==> src/rtl/esc_pkg.sv <==
package esc_pkg;

  typedef enum logic {
    ST_IDLE,
    ST_SCAN
  } scan_state_t;

  // (idx + step) modulo n, for idx < n and step < n
  function automatic int unsigned ring_next(input int unsigned idx,
                                            input int unsigned step,
                                            input int unsigned n);
    int unsigned s;
    s = idx + step;
    return (s >= n) ? s - n : s;
  endfunction

endpackage

==> src/rtl/esc_flags.sv <==
module esc_flags #(
  parameter int N  = 8,
  parameter int IW = $clog2(N)
) (
  input  logic          clk,
  input  logic          rst_n,
  input  logic          acc_valid,
  input  logic [IW-1:0] acc_frame,
  input  logic          acc_write,
  input  logic          clr_ref_all,
  input  logic          clr_chg_valid,
  input  logic [IW-1:0] clr_chg_frame,
  output logic [N-1:0]  ref_bits,
  output logic [N-1:0]  chg_bits
);

  for (genvar i = 0; i < N; i++) begin : g_frame
    logic r_q, c_q;
    logic hit, wr_hit, clr_hit;
    assign hit     = acc_valid && (acc_frame == IW'(i));
    assign wr_hit  = hit && acc_write;
    assign clr_hit = clr_chg_valid && (clr_chg_frame == IW'(i));

    always_ff @(posedge clk) begin
      if (!rst_n) begin
        r_q <= 1'b0;
        c_q <= 1'b0;
      end else begin
        // a new access outranks the bulk clear of referenced flags
        if (hit)              r_q <= 1'b1;
        else if (clr_ref_all) r_q <= 1'b0;
        // a new write outranks a completed write-back
        if (wr_hit)           c_q <= 1'b1;
        else if (clr_hit)     c_q <= 1'b0;
      end
    end

    assign ref_bits[i] = r_q;
    assign chg_bits[i] = c_q;
  end

  p_write_sets_chg_r2: assert property (@(posedge clk) disable iff (!rst_n)
    acc_valid && acc_write |=> chg_bits[$past(acc_frame)]);

  p_access_sets_ref_r2: assert property (@(posedge clk) disable iff (!rst_n)
    acc_valid |=> ref_bits[$past(acc_frame)]);

  p_ref_cleared_r8: assert property (@(posedge clk) disable iff (!rst_n)
    clr_ref_all && !acc_valid |=> ref_bits == '0);

endmodule

==> src/rtl/esc_wbq.sv <==
module esc_wbq #(
  parameter int N      = 8,
  parameter int THRESH = 2,
  parameter int IW     = $clog2(N)
) (
  input  logic          clk,
  input  logic          rst_n,
  input  logic          push_valid,
  input  logic [IW-1:0] push_frame,
  input  logic          pop,
  output logic          pop_fire,
  output logic [IW-1:0] head_frame,
  output logic          req
);
  import esc_pkg::*;

  localparam int CW = $clog2(N + 1);

  logic [IW-1:0] slot_q [N];
  logic [IW-1:0] rd_q, wr_q;
  logic [CW-1:0] count_q;
  logic [N-1:0]  listed_q;
  logic          push_ok;

  assign push_ok    = push_valid && !listed_q[push_frame];
  assign pop_fire   = pop && (count_q != '0);
  assign head_frame = slot_q[rd_q];
  assign req        = count_q >= CW'(THRESH);

  always_ff @(posedge clk) begin
    if (!rst_n) begin
      for (int i = 0; i < N; i++) slot_q[i] <= '0;
      rd_q     <= '0;
      wr_q     <= '0;
      count_q  <= '0;
      listed_q <= '0;
    end else begin
      if (push_ok) begin
        slot_q[wr_q]         <= push_frame;
        wr_q                 <= IW'(ring_next(int'(wr_q), 1, N));
        listed_q[push_frame] <= 1'b1;
      end
      if (pop_fire) begin
        rd_q                 <= IW'(ring_next(int'(rd_q), 1, N));
        listed_q[slot_q[rd_q]] <= 1'b0;
      end
      count_q <= count_q + CW'(push_ok) - CW'(pop_fire);
    end
  end

  p_no_overflow_r9: assert property (@(posedge clk) disable iff (!rst_n)
    count_q <= CW'(N));

  p_dup_ignored_r9: assert property (@(posedge clk) disable iff (!rst_n)
    push_valid && listed_q[push_frame] |=>
      count_q == $past(count_q) - CW'($past(pop_fire)));

  p_empty_pop_r11: assert property (@(posedge clk) disable iff (!rst_n)
    pop && (count_q == '0) && !push_valid |=> count_q == '0);

endmodule

==> src/rtl/esc_scan.sv <==
module esc_scan #(
  parameter int N  = 8,
  parameter int IW = $clog2(N)
) (
  input  logic          clk,
  input  logic          rst_n,
  input  logic          fault_req,
  input  logic [N-1:0]  ref_bits,
  input  logic [N-1:0]  chg_bits,
  output logic          ready,
  output logic          victim_valid,
  output logic [IW-1:0] victim_frame,
  output logic          push_valid,
  output logic [IW-1:0] push_frame,
  output logic          clr_ref_all
);
  import esc_pkg::*;

  scan_state_t   st_q;
  logic [IW-1:0] hand_q, cnt_q, first_q, cur, pick;
  logic          seen_q;
  logic          in_scan, clean_here, dirty_here, last, decide;

  assign in_scan    = (st_q == ST_SCAN);
  assign cur        = IW'(ring_next(int'(hand_q), int'(cnt_q), N));
  assign clean_here = in_scan && !ref_bits[cur] && !chg_bits[cur];
  assign dirty_here = in_scan && !ref_bits[cur] &&  chg_bits[cur];
  assign last       = (cnt_q == IW'(N - 1));
  assign decide     = in_scan && (clean_here || last);

  always_comb begin
    if (clean_here)      pick = cur;
    else if (seen_q)     pick = first_q;
    else if (dirty_here) pick = cur;
    else                 pick = hand_q;
  end

  assign ready       = !in_scan;
  assign push_valid  = dirty_here;
  assign push_frame  = cur;
  assign clr_ref_all = decide;

  always_ff @(posedge clk) begin
    if (!rst_n) begin
      st_q         <= ST_IDLE;
      hand_q       <= '0;
      cnt_q        <= '0;
      first_q      <= '0;
      seen_q       <= 1'b0;
      victim_valid <= 1'b0;
      victim_frame <= '0;
    end else begin
      victim_valid <= 1'b0;
      unique case (st_q)
        ST_IDLE: if (fault_req) begin
          st_q   <= ST_SCAN;
          cnt_q  <= '0;
          seen_q <= 1'b0;
        end
        ST_SCAN: if (decide) begin
          st_q         <= ST_IDLE;
          victim_valid <= 1'b1;
          victim_frame <= pick;
          hand_q       <= IW'(ring_next(int'(pick), 1, N));
        end else begin
          cnt_q <= cnt_q + 1'b1;
          if (dirty_here && !seen_q) begin
            seen_q  <= 1'b1;
            first_q <= cur;
          end
        end
        default: st_q <= ST_IDLE;
      endcase
    end
  end

  p_victim_pulse_r5: assert property (@(posedge clk) disable iff (!rst_n)
    victim_valid |=> !victim_valid);

  p_accept_r3: assert property (@(posedge clk) disable iff (!rst_n)
    ready && fault_req |=> !ready);

  p_hand_after_r7: assert property (@(posedge clk) disable iff (!rst_n)
    victim_valid |-> hand_q == IW'(ring_next(int'(victim_frame), 1, N)));

  p_no_victim_busy_r4: assert property (@(posedge clk) disable iff (!rst_n)
    in_scan |-> !victim_valid);

endmodule

==> src/rtl/esc_victim_sel.sv <==
module esc_victim_sel #(
  parameter int N         = 8,
  parameter int WB_THRESH = 2,
  parameter int IW        = $clog2(N)
) (
  input  logic          clk,
  input  logic          rst_n,
  input  logic          acc_valid,
  input  logic [IW-1:0] acc_frame,
  input  logic          acc_write,
  input  logic          fault_req,
  output logic          fault_ready,
  output logic          victim_valid,
  output logic [IW-1:0] victim_frame,
  output logic          wb_req,
  output logic [IW-1:0] wb_frame,
  input  logic          wb_ack
);

  logic [N-1:0]  ref_bits, chg_bits;
  logic          clr_ref_all, push_valid, pop_fire;
  logic [IW-1:0] push_frame;

  esc_flags #(.N(N), .IW(IW)) u_flags (
    .clk(clk), .rst_n(rst_n),
    .acc_valid(acc_valid), .acc_frame(acc_frame), .acc_write(acc_write),
    .clr_ref_all(clr_ref_all),
    .clr_chg_valid(pop_fire), .clr_chg_frame(wb_frame),
    .ref_bits(ref_bits), .chg_bits(chg_bits)
  );

  esc_scan #(.N(N), .IW(IW)) u_scan (
    .clk(clk), .rst_n(rst_n), .fault_req(fault_req),
    .ref_bits(ref_bits), .chg_bits(chg_bits),
    .ready(fault_ready), .victim_valid(victim_valid), .victim_frame(victim_frame),
    .push_valid(push_valid), .push_frame(push_frame), .clr_ref_all(clr_ref_all)
  );

  esc_wbq #(.N(N), .THRESH(WB_THRESH), .IW(IW)) u_wbq (
    .clk(clk), .rst_n(rst_n),
    .push_valid(push_valid), .push_frame(push_frame),
    .pop(wb_ack), .pop_fire(pop_fire),
    .head_frame(wb_frame), .req(wb_req)
  );

  p_ref_zero_at_victim_r8: assert property (@(posedge clk) disable iff (!rst_n)
    victim_valid && !$past(acc_valid) |-> ref_bits == '0);

  p_ack_clears_chg_r11: assert property (@(posedge clk) disable iff (!rst_n)
    pop_fire && !(acc_valid && acc_write) |=> !chg_bits[$past(wb_frame)]);

  p_listed_is_dirty_r9: assert property (@(posedge clk) disable iff (!rst_n)
    push_valid |-> chg_bits[push_frame] && !ref_bits[push_frame]);

endmodule

==> config.mk <==
export PLATFORM = sky130hd
export DESIGN_NAME = esc_victim_sel
export DESIGN_NICKNAME = d
export VERILOG_FILES = /design/src/rtl/esc_pkg.sv /design/src/rtl/esc_flags.sv /design/src/rtl/esc_wbq.sv /design/src/rtl/esc_scan.sv /design/src/rtl/esc_victim_sel.sv
export SDC_FILE = /design/constraint.sdc
export NUM_CORES = 1
export LEC_CHECK = 0
export ABC_AREA = 1
export BUFFER_PORTS_ARGS = -buffer_cell sky130_fd_sc_hd__buf_2
export CORE_ASPECT_RATIO = 1.4
export CORE_MARGIN = 5
export CORE_UTILIZATION = 42
export DETAILED_ROUTE_END_ITERATION = 7
export PLACE_DENSITY_LB_ADDON = 0.3
export SYNTH_ARGS = -nofsm -noshare
export SYNTH_HDL_FRONTEND = slang
export SYNTH_SLANG_ARGS = --single-unit
==> constraint.sdc <==
create_clock -name clk -period 3.4 [get_ports clk]
set_clock_uncertainty 0.2 [all_clocks]
set_input_delay 0 -clock clk [delete_from_list [all_inputs] [get_ports clk]]
set_output_delay 0 -clock clk [all_outputs]
set_load 0.05 [all_outputs]
==> summary.md, run 1 <==
| Metric | Value |
|---|---|
| Routed length on met1 | 3420 um |
| First drt pass iteration count | 4 |
| Worst-path clk slew | 0.06 ns |
| Starting Density | 0.426 |
| Die Wd | 90.4 um |
| Largest net degree at the start of global routing | 29 |
| Slowest-stage cell, CP | fa_1 |
| Die Area | around 11000 um^2 |
| Headroom to the max-slew limit | 0.621 |
| Count leader, synth | nand2_1 |
| Metal3 WL | around 230 um |
| Synthesis Warnings | 0 |
| H-tree Lvls | 3 |
| Initial drt markers | 224 |
| CP arrival | roughly 3.2 ns |
| Crit path launch type | flip-flop |
| Vias in the first global route | 3061 |
| Critical Path RT | 3.43 ns |
| Mapped Cells | about 490 |
| Dominant cells by area after synthesis | dfxtp_1 27%, edfxtp_1 19%, nand2_1 12%, nor2_1 6.6%, inv_1 5.2% |
| Final period util | 0.918 |
| Max incr delay on CP | 0.55 ns |
| Final min period | 3.12 ns |
| Via Count | 3160 |
| Cells along the critical path | ha_1 > inv_1 > fa_1 > buf_8 > nand3_1 > nand2_1 > nor2_1 > nor2_4 > nand4_4 > inv_4 > ha_1 > inv_1 > fa_1 > o21ai_1 > a21oi_1 |
| Seq cells post-synth | 76 |
| Clock root buffer | clkbuf_16 |
| Critical Setup Path Class | reg2reg |
| P_int | 1.84 mW |
| Status | complete, no violations |
| Mean post-synth cell area | 7.74 um^2 |
| Initial antenna violation count | 0 |
| Clock Latency Late Sink | 0.33 ns |
| Hold Vio Cnt, Final | 0 |
| CP Capture Type | flip-flop |
| Setup TNS Final | 0 ns |
| Detailed Place HPWL | 5970 um |
| TritonCTS clock tree | yes |
| Netlist cell types | 36 |
| RSZ-0062 raised after global routing | no |
| Max layer used | met4 |
| # DRC | 0 |
| Clk sinks | 76 |
| Number of I/O pins | 18 |
| Syn Nets | 512 |
| Placement Setup Slack | ~0.18 ns |
| Async S/R FF share, synth | 0 |
| Input/output buffers | 17 |
| Vias/cell | 5.02 |
| Peak VDD IR | approximately 0.41 mV |
| Area leader, netlist | dfxtp_1 |
| Worst Tran Pin Value | about 0.57 ns |
| Synth cell count leaders | 124 x nand2_1, 67 x nor2_1, 53 x inv_1 |
| Row count | 41 |
| Layout Nets | 538 |
| CP Max Fanout | 19 |
| Synthesized area | 3800 um^2 |
| Final worst slack | 0.279 ns |
| CTS buffer count | 9 |
| Wirelength per Cell | 13.1 um |
| Worst hold slack | ~0.027 ns |
| Power Dens Cells | 658 nW/um^2 |
| Share of cells above drive strength 1 | 0.126 |
| Fmax | 0.320 GHz |
| Total track usage | 0.157 |
| Sw Ratio | 0.359 |
| P&R area growth vs syn | 14.8% |
| Hold Path Class | in2reg |
| Maximum buffer depth of the clock tree | 2 |
| First-pass GRT wire length | around 14000 um |
| Maxcap violations | 0 |
| Routed WL | 8240 um |
| Combinational share of power | 0.305 |
| Slew Limit Fails | 0 |
| Final setup violation count | 0 |
| Register area share after synthesis | 0.463 |
| Part of the power in registers | 0.378 |
| Die height | roughly 120 um |
| Post-route ant nets | 0 |
| Number of synthesized flops with an enable pin | 24 |
| Core Area | 8930 um^2 |
| P_sw | approximately 1.0 mW |
| Placer Congestion | 0.828 |
| Remaining Overflow, GRT | 0 |
| Top_reg_cell synth | dfxtp_1 |
| Number of diodes | 0 |
| Leakage | 1.83 nW |
| Metal2 WL | ~4400 um |
| Clk pwr share | 0.317 |
| Post-synth top area share | 0.274 |
-- metrics by stage --
stage                     cell area (um^2)  power (mW)  utilization  std cells
after global placement                3970        1.95        0.444        602
after global routing                  4360        3.06        0.489        629
after floorplan                       3800        1.77            -        491
after CTS                             4360        2.89        0.488        629
final                                 4360        2.87        0.489        629
after detailed placement              3970        1.97        0.444        602
-- critical path, delay by kind of cell (launching register included) --
kind / cells / cell delay [ns]
AO/OA/AOI/OAI: 2 / 0.21
AND/OR/NAND/NOR: 5 / 0.51
flip-flops: 1 / 0.37
buffers and inverters: 4 / 0.42
adder cells (fa/ha/maj): 4 / 1.29
-- repair_timing --
| action | CTS | global route |
|---|---|---|
| endpoints found under the setup margin | 0 | 1 |
| gates resized for setup | 0 | 4 |
| hold buffers | 11 | 0 |
| buffers inserted | 0 | 0 |
| hold endpoints to repair | 38 | 0 |
-- per-layer routing --
layer | vias up | track usage
met4 | 0 | 0.0708
met2 | 44 | 0.291
met1 | 1457 | 0.168
met3 | 16 | 0.0386
li1 | 1643 | -
met5 | - | 0
-- state kept, by name, indices dropped and copies added (netlist names), 3 cells and up, named ones only --
register and cells:
u_wbq.wr_q 3, u_flags.g_frame.c_q 8, u_wbq.listed_q 8, u_scan.first_q 3, u_scan.hand_q 3, u_scan.victim_frame 3, u_flags.g_frame.r_q 8, u_scan.cnt_q 3
u_wbq.count_q 4, u_wbq.slot_q 24, u_wbq.rd_q 3
-- power by group through the flow --
stage / Sequential (mW) / Clock (mW) / Combinational (mW)
finish: 1.09 / 0.911 / 0.877
global route: 1.10 / 0.971 / 0.992
CTS: 1.09 / 0.925 / 0.878
detailed placement: 1.11 / 0 / 0.865
global placement: 1.10 / 0 / 0.844
floorplan: 1.09 / 0 / 0.687
-- cells in the final DEF (no fill, tap or decap), drive strengths merged --
cell type,synthesis,layout
nand2,137,137
dfxtp,52,52
fa,2,2
buf,8,21
mux2i,3,3
dlygate4sd3,0,11
bufinv,0,1
nand3,26,26
inv,58,58
o21ai,35,35
o22ai,7,7
clkinv,2,4
nor3,1,1
ha,10,10
nor2,69,69
o21a,1,1
o32ai,3,3
a21oi,35,35
nand4,5,5
o211a,4,4
clkbuf,9,13
edfxtp,24,24
-- area by class of cell --
cell class / count / area (um^2)
Multi-Input combinational cell: 338 / 1730
Clock buffer: 13 / 240
Timing Repair Buffer: 32 / 233
Sequential cell: 76 / 1760
Inverter: 60 / 229
Clock inverter: 3 / 38.8
Fill cell: 882 / 4560
Tap cell: 107 / 134
-- worst paths after layout --
kind	startpoint	end	slack, ns	cells past startpoint
max	u_scan.cnt_q[0]$_SDFFE_PN0P_	u_wbq.count_q[2]$_SDFF_PN0_	0.28	15
min	wb_ack	u_wbq.rd_q[1]$_SDFFE_PN0P_	0.03	4
max reg2reg	u_scan.cnt_q[0]$_SDFFE_PN0P_	u_wbq.count_q[2]$_SDFF_PN0_	0.28	15
min reg2reg	u_wbq.rd_q[2]$_SDFFE_PN0P_	u_wbq.rd_q[2]$_SDFFE_PN0P_	0.25	1
-- cell families after synthesis --
logic type | Yosys count | share of synthesized area
compound gates | 85 | 0.129
fa+ha+maj | 12 | 0.0434
buf+inv | 77 | 0.0823
flops | 76 | 0.463
mux | 3 | 0.00790
simple gates | 238 | 0.274
Power figures use the tool's default switching activity.
==> run 2: changes to the inputs <==
Settings changed: CORE_MARGIN 5 to unset.
==> run 2 against run 1 <==
Flip-flop and latch count is the same. Wire length is 0.13% higher. Via count barely moved. Final area grew 0.29%. Count of clock-buffer cells in the layout shrank 2. Non-clock buffer count rose by 1. Sequential power about the same. Core utilization increased by 1.7 points. Combinational power hardly changed. Die area decreased by 15%. Largest cell class unchanged. Largest power group unchanged.
==> summary.md, run 2 (synthesis results as in run 1) <==
| Metric | Value |
|---|---|
| Crit path depth | 15 |
| Max incr delay on CP | 0.54 ns |
| Setup TNS Final | 0 ns |
| Detailed Place HPWL | around 6000 um |
| Core Area | 8660 um^2 |
| CP arrival | 3.12 ns |
| Largest net degree at the start of global routing | 30 |
| Post-DP Area | 3970 um^2 |
| Number of diodes | 0 |
| Clk sinks | 76 |
| Maxcap violations | 0 |
| P&R area growth vs syn | 15.1% |
| TritonCTS clock tree | yes |
| Worst Tran Pin Value | 0.590 ns |
| RSZ-0062 raised after global routing | no |
| Critical Path RT | 3.42 ns |
| Final setup violation count | 0 |
| Remaining Overflow, GRT | 0 |
| Via Count | 3161 |
| Part of the power in registers | 0.374 |
| Die Wd | roughly 82 um |
| Commonest non-fill, non-tap cell in the layout | nand2_1 |
| # DRC | 0 |
| Reg2reg end | u_wbq.count_q[2]$_SDFF_PN0_ |
| Status | complete, no violations |
| Layout Nets | 539 |
| P_int | 1.86 mW |
| Post-layout instance area | 4380 um^2 |
| Power Dens Cells | 664 nW/um^2 |
| Initial drt markers | 146 |
| Row count | 40 |
| Hold Vio Cnt, Final | 0 |
| First drt pass iteration count | 4 |
| Post-route ant nets | 0 |
| Number of I/O pins | 18 |
| Cells along the critical path | ha_1 > inv_1 > fa_1 > buf_4 > nand3_1 > nand2_1 > nor2_1 > nor2_4 > nand4_4 > inv_4 > ha_1 > inv_1 > fa_1 > o21ai_1 > a21oi_1 |
| Share of cells above drive strength 1 | 0.132 |
| Worst-path clk slew | 0.06 ns |
| First-pass GRT wire length | 13900 um |
| P_sw | 1.04 mW |
| Placer Congestion | 0.820 |
| CP Max Fanout | 12 |
| H-tree Lvls | 3 |
| Vias/cell | between 5 and 6 |
| Wirelength per Cell | 13.1 um |
| Hold_sp | wb_ack |
| Starting Density | 0.439 |
| CP Capture Type | flip-flop |
| Sw Ratio | 0.359 |
| Clock root buffer | clkbuf_16 |
| Fmax | ~0.32 GHz |
| Input/output buffers | 17 |
| Clk pwr share | 0.325 |
| Commonest non-fill, non-tap cells in the layout | 124 x nand2_1, 67 x nor2_1, 52 x inv_1, 52 x dfxtp_1, 32 x a21oi_1 |
| Peak VDD IR | 0.312 mV |
| Crit path launch type | flip-flop |
| Core occupancy in the finished layout | 0.505 |
| Max reg flops | 24 |
| Total track usage | 0.196 |
| Die Area | approximately 9400 um^2 |
| Slew Limit Fails | 0 |
| Clock Latency Late Sink | 0.34 ns |
| Die height | 115 um |
| Initial antenna violation count | 0 |
| Vias in the first global route | ~3100 |
| Routed WL | 8250 um |
| Combinational share of power | 0.302 |
| Headroom to the max-slew limit | 0.606 |
| R2R Setup Slk | between 0.3 and 0.4 ns |
| Slowest-stage cell, CP | fa_1 |
| Hold Path Class | in2reg |
| Final period util | 0.911 |
| Cells on worst reg2reg path | 15 |
| Leakage | 1.84 nW |
| Largest delay share family, worst path | adder cells |
| Hold Crit Depth | 4 |
| Critical Setup Path Class | reg2reg |
| Reg-to-reg startpoint | u_scan.cnt_q[0]$_SDFFE_PN0P_ |
| Buffers & Inverters on Critical Path | 4 |
| Maximum buffer depth of the clock tree | 2 |
| Most flops, register | u_wbq.slot_q |
| CTS buffer count | 9 |
| Final min period | 3.10 ns |
## run 2: cell types whose count changed in the layout (fill, tap and decap cells not counted), sizes merged
cell	change
buf	+1
clkbuf	-2
clkinv	+2
## run 2: worst max-delay path by stage
stage	start	end
2_1_floorplan	u_scan.cnt_q[0]$_SDFFE_PN0P_	u_wbq.count_q[2]$_SDFF_PN0_
3_3_place_gp	u_scan.cnt_q[0]$_SDFFE_PN0P_	u_wbq.count_q[2]$_SDFF_PN0_
3_5_place_dp	u_scan.cnt_q[0]$_SDFFE_PN0P_	u_wbq.count_q[2]$_SDFF_PN0_
4_1_cts	u_scan.cnt_q[0]$_SDFFE_PN0P_	u_wbq.count_q[2]$_SDFF_PN0_
5_1_grt	u_scan.cnt_q[0]$_SDFFE_PN0P_	u_wbq.count_q[2]$_SDFF_PN0_
6_report	u_scan.cnt_q[0]$_SDFFE_PN0P_	u_wbq.count_q[2]$_SDFF_PN0_
## run 2: worst min-delay path, stage by stage
cell     delay (ns)
buf_2          0.08
o21ai_0        0.18
o21ai_0        0.20
nor2_1         0.06
## run 2: routing by layer
metal	part of all wire	wire length, um	track usage	vias up
met5	0	0	0	-
met4	0.023	187	0.0901	0
met3	0.023	186	0.0343	16
met2	0.53	4390	0.353	39
met1	0.42	3480	0.217	1458
li1	-	-	-	1648
## run 2: stage by stage
stage | setup slack, ns | hold slack, ns | cells | total power [mW]
2_1_floorplan | 0.405 | -0.0460 | 491 | 1.77
3_3_place_gp | 0.270 | 0.0901 | 601 | 1.95
3_5_place_dp | 0.214 | 0.0986 | 601 | 1.97
4_1_cts | 0.194 | 0.0287 | 628 | 2.92
5_1_grt | 0.0121 | 0.115 | 628 | 3.07
6_report | 0.301 | 0.0336 | 628 | 2.91
## run 2: layout make-up
| cell class | instances | area [um^2] |
|---|---|---|
| Clock inverter | 5 | 51.3 |
| Tap cell | 105 | 131 |
| Sequential cell | 76 | 1760 |
| Fill cell | 831 | 4280 |
| Timing Repair Buffer | 33 | 233 |
| Clock buffer | 11 | 243 |
| Inverter | 60 | 229 |
| Multi-Input combinational cell | 338 | 1730 |
## run 2: power groups by stage
stage          combinational [mW]  clock (mW)  sequential, mW
6_report                    0.876       0.944            1.09
5_1_grt                     0.985       0.987            1.10
4_1_cts                     0.878       0.956            1.09
3_5_place_dp                0.866           0            1.11
3_3_place_gp                0.846           0            1.10
2_1_floorplan               0.687           0            1.09
## run 2: repair_timing
action	CTS	global route
endpoints found under the hold margin	37	0
resized for setup	0	2
endpoints found under the setup margin	0	1
hold buffers	11	0
buffers inserted	0	0
==> run 3: changes to the inputs <==
Settings changed: SETUP_SLACK_MARGIN set to 0.4.
==> run 3 against run 2 <==
Worst hold slack improved by 0.0014 ns. Largest cell class is now multi-input gates. Critical path type unchanged. Largest power group unchanged. Die area did not move. Via count rose by 1.8%. Count of clock-buffer cells in the layout did not move. Critical endpoint is now u_wbq.count_q[1]$_SDFF_PN0_.
==> summary.md, run 3 (synthesis results as in run 1) <==
| Metric | Value |
|---|---|
| Hold Vio Cnt, Final | 0 |
| Max layer used | met4 |
| Hold Path Class | in2reg |
| Most flops, register | u_wbq.slot_q |
| Largest net degree at the start of global routing | 30 |
| Critical Setup Path Class | reg2reg |
| Peak VDD IR | a little under 0.3 mV |
| Setup TNS Final | 0 ns |
| Worst Tran Pin Value | around 0.58 ns |
| Commonest non-fill, non-tap cell in the layout | nand2_1 |
| Starting Density | 0.439 |
| CTS buffer count | 9 |
| Input/output buffers | 17 |
| Final min period | 2.95 ns |
| Largest delay share family, worst path | adder cells |
| Wirelength per Cell | 13.3 um |
| Layout Nets | 547 |
| Vias in the first global route | 3104 |
| Number of I/O pins | 18 |
| Status | complete, no violations |
| Slowest-stage cell, CP | fa_2 |
| Combinational share of power | 0.314 |
| Critical Path RT | 3.40 ns |
| Sw Ratio | 0.360 |
| Post-route ant nets | 0 |
| TritonCTS clock tree | yes |
| Power Dens Cells | 660 nW/um^2 |
| Total track usage | 0.197 |
| Die Area | 9440 um^2 |
| CP arrival | between 2 and 3 ns |
| Clk sinks | 76 |
| CP Max Fanout | 5 |
| R2R Setup Slk | 0.45 ns |
| Clk pwr share | 0.319 |
| Maximum buffer depth of the clock tree | 2 |
| Routed WL | around 8500 um |
| Placer Congestion | 0.820 |
| Part of the power in registers | 0.367 |
| Initial drt markers | 158 |
| Worst hold slack | 0.0350 ns |
| Die Wd | 82.4 um |
| Core occupancy in the finished layout | 0.520 |
| RSZ-0062 raised after global routing | yes |
| Max reg flops | 24 |
| Slew Limit Fails | 0 |
| Worst-path clk slew | approximately 0.05 ns |
| Die height | 115 um |
| Clock Latency Late Sink | approximately 0.34 ns |
| Post-DP Area | 3970 um^2 |
| H-tree Lvls | 3 |
| Number of diodes | 0 |
| Hold_sp | wb_ack |
| Routed length on met1 | 3520 um |
| Headroom to the max-slew limit | 0.616 |
| Crit path launch type | flip-flop |
| Via Count | 3217 |
| Metal3 WL | 200 um |
| Pwr Total | 2.97 mW |
| Row count | 40 |
| Post-layout instance area | 4500 um^2 |
| Final setup violation count | 0 |
| Vias/cell | between 5 and 6 |
| # DRC | 0 |
| Leakage | 1.89 nW |
| P_int | 1.90 mW |
| Maxcap violations | 0 |
| Cells along the critical path | ha_4 > inv_2 > fa_2 > clkinv_4 > nand3_2 > nand2_1 > nand2_2 > nand2_2 > nor2_4 > nand4_4 > inv_4 > ha_4 > inv_2 > fa_2 > nor2_1 |
| First drt pass iteration count | 4 |
| Core Area | 8660 um^2 |
| Buffers & Inverters on Critical Path | 4 |
| Clock root buffer | clkbuf_16 |
| Metal2 WL | ~4600 um |
| Fmax | 0.339 GHz |
| Reg-to-reg startpoint | u_scan.cnt_q[0]$_SDFFE_PN0P_ |
| Remaining Overflow, GRT | 0 |
| Detailed Place HPWL | about 6000 um |
| First-pass GRT wire length | 14000 um |
| Final period util | 0.868 |
| Commonest non-fill, non-tap cells in the layout | 119 x nand2_1, 67 x nor2_1, 50 x inv_1, 50 x dfxtp_1, 32 x a21oi_1 |
| P&R area growth vs syn | 18.3% |
| Launch point of the worst path | u_scan.cnt_q[0]$_SDFFE_PN0P_ |
| P_sw | 1.07 mW |
| CP Capture Type | flip-flop |
| Max incr delay on CP | 0.62 ns |
| Share of cells above drive strength 1 | 0.171 |
| Initial antenna violation count | 0 |
-- run 3: cell count changes in the layout (fill, tap and decap cells not counted), sizes merged --
cell    previous run  this run
clkinv             6         7
inv               58        57
buf               22        30
-- run 3: area by class of cell --
type | count | area (um^2)
clock buffers | 11 | 243
clock inverters | 5 | 51.3
fillers | 818 | 4160
inverters | 60 | 234
multi-input cells | 338 | 1780
flip-flops and latches | 76 | 1760
well taps | 105 | 131
repair buffers | 41 | 297
-- run 3: layer usage --
layer / vias to the layer above / global-route usage
met1: 1486 / 0.217
met4: 0 / 0.0936
met2: 56 / 0.355
li1: 1661 / -
met5: - / 0
met3: 14 / 0.0351
-- run 3: what timing repair did --
item,4_1_cts,5_1_grt
resized for setup,4,18
endpoints found under the hold margin,37,0
hold buffers,11,0
endpoints found under the setup margin,11,26
pin swaps,0,9
buffers inserted,3,5
-- run 3: final timing paths --
check / end / cells after the start
hold / removal: flip-flop / 4
setup reg to reg: u_wbq.count_q[1]$_SDFF_PN0_ / 15
setup / recovery: u_wbq.count_q[1]$_SDFF_PN0_ / 15
hold reg to reg: flip-flop / 1
-- run 3: power by group through the flow --
stage | Sequential, mW | Clock (mW) | Combinational (mW)
6_report | 1.09 | 0.946 | 0.933
5_1_grt | 1.10 | 0.988 | 1.05
4_1_cts | 1.09 | 0.956 | 0.891
3_5_place_dp | 1.11 | 0 | 0.866
3_3_place_gp | 1.10 | 0 | 0.846
2_1_floorplan | 1.09 | 0 | 0.687
-- run 3: per-stage QoR --
step           setup slack (ns)  cells
4_1_cts                   0.400    631
3_3_place_gp              0.270    601
2_1_floorplan             0.405    491
5_1_grt                   0.319    636
6_report                  0.449    636
3_5_place_dp              0.214    601
-- run 3: worst register-to-register path: stages (launching register included) --
cell,delay (ns)
dfxtp_2,0.35
ha_4,0.14
inv_2,0.04
fa_2,0.62
clkinv_4,0.09
nand3_2,0.06
nand2_1,0.06
nand2_2,0.08
nand2_2,0.07
nor2_4,0.14
nand4_4,0.11
inv_4,0.09
ha_4,0.14
inv_2,0.04
fa_2,0.55
nor2_1,0.04
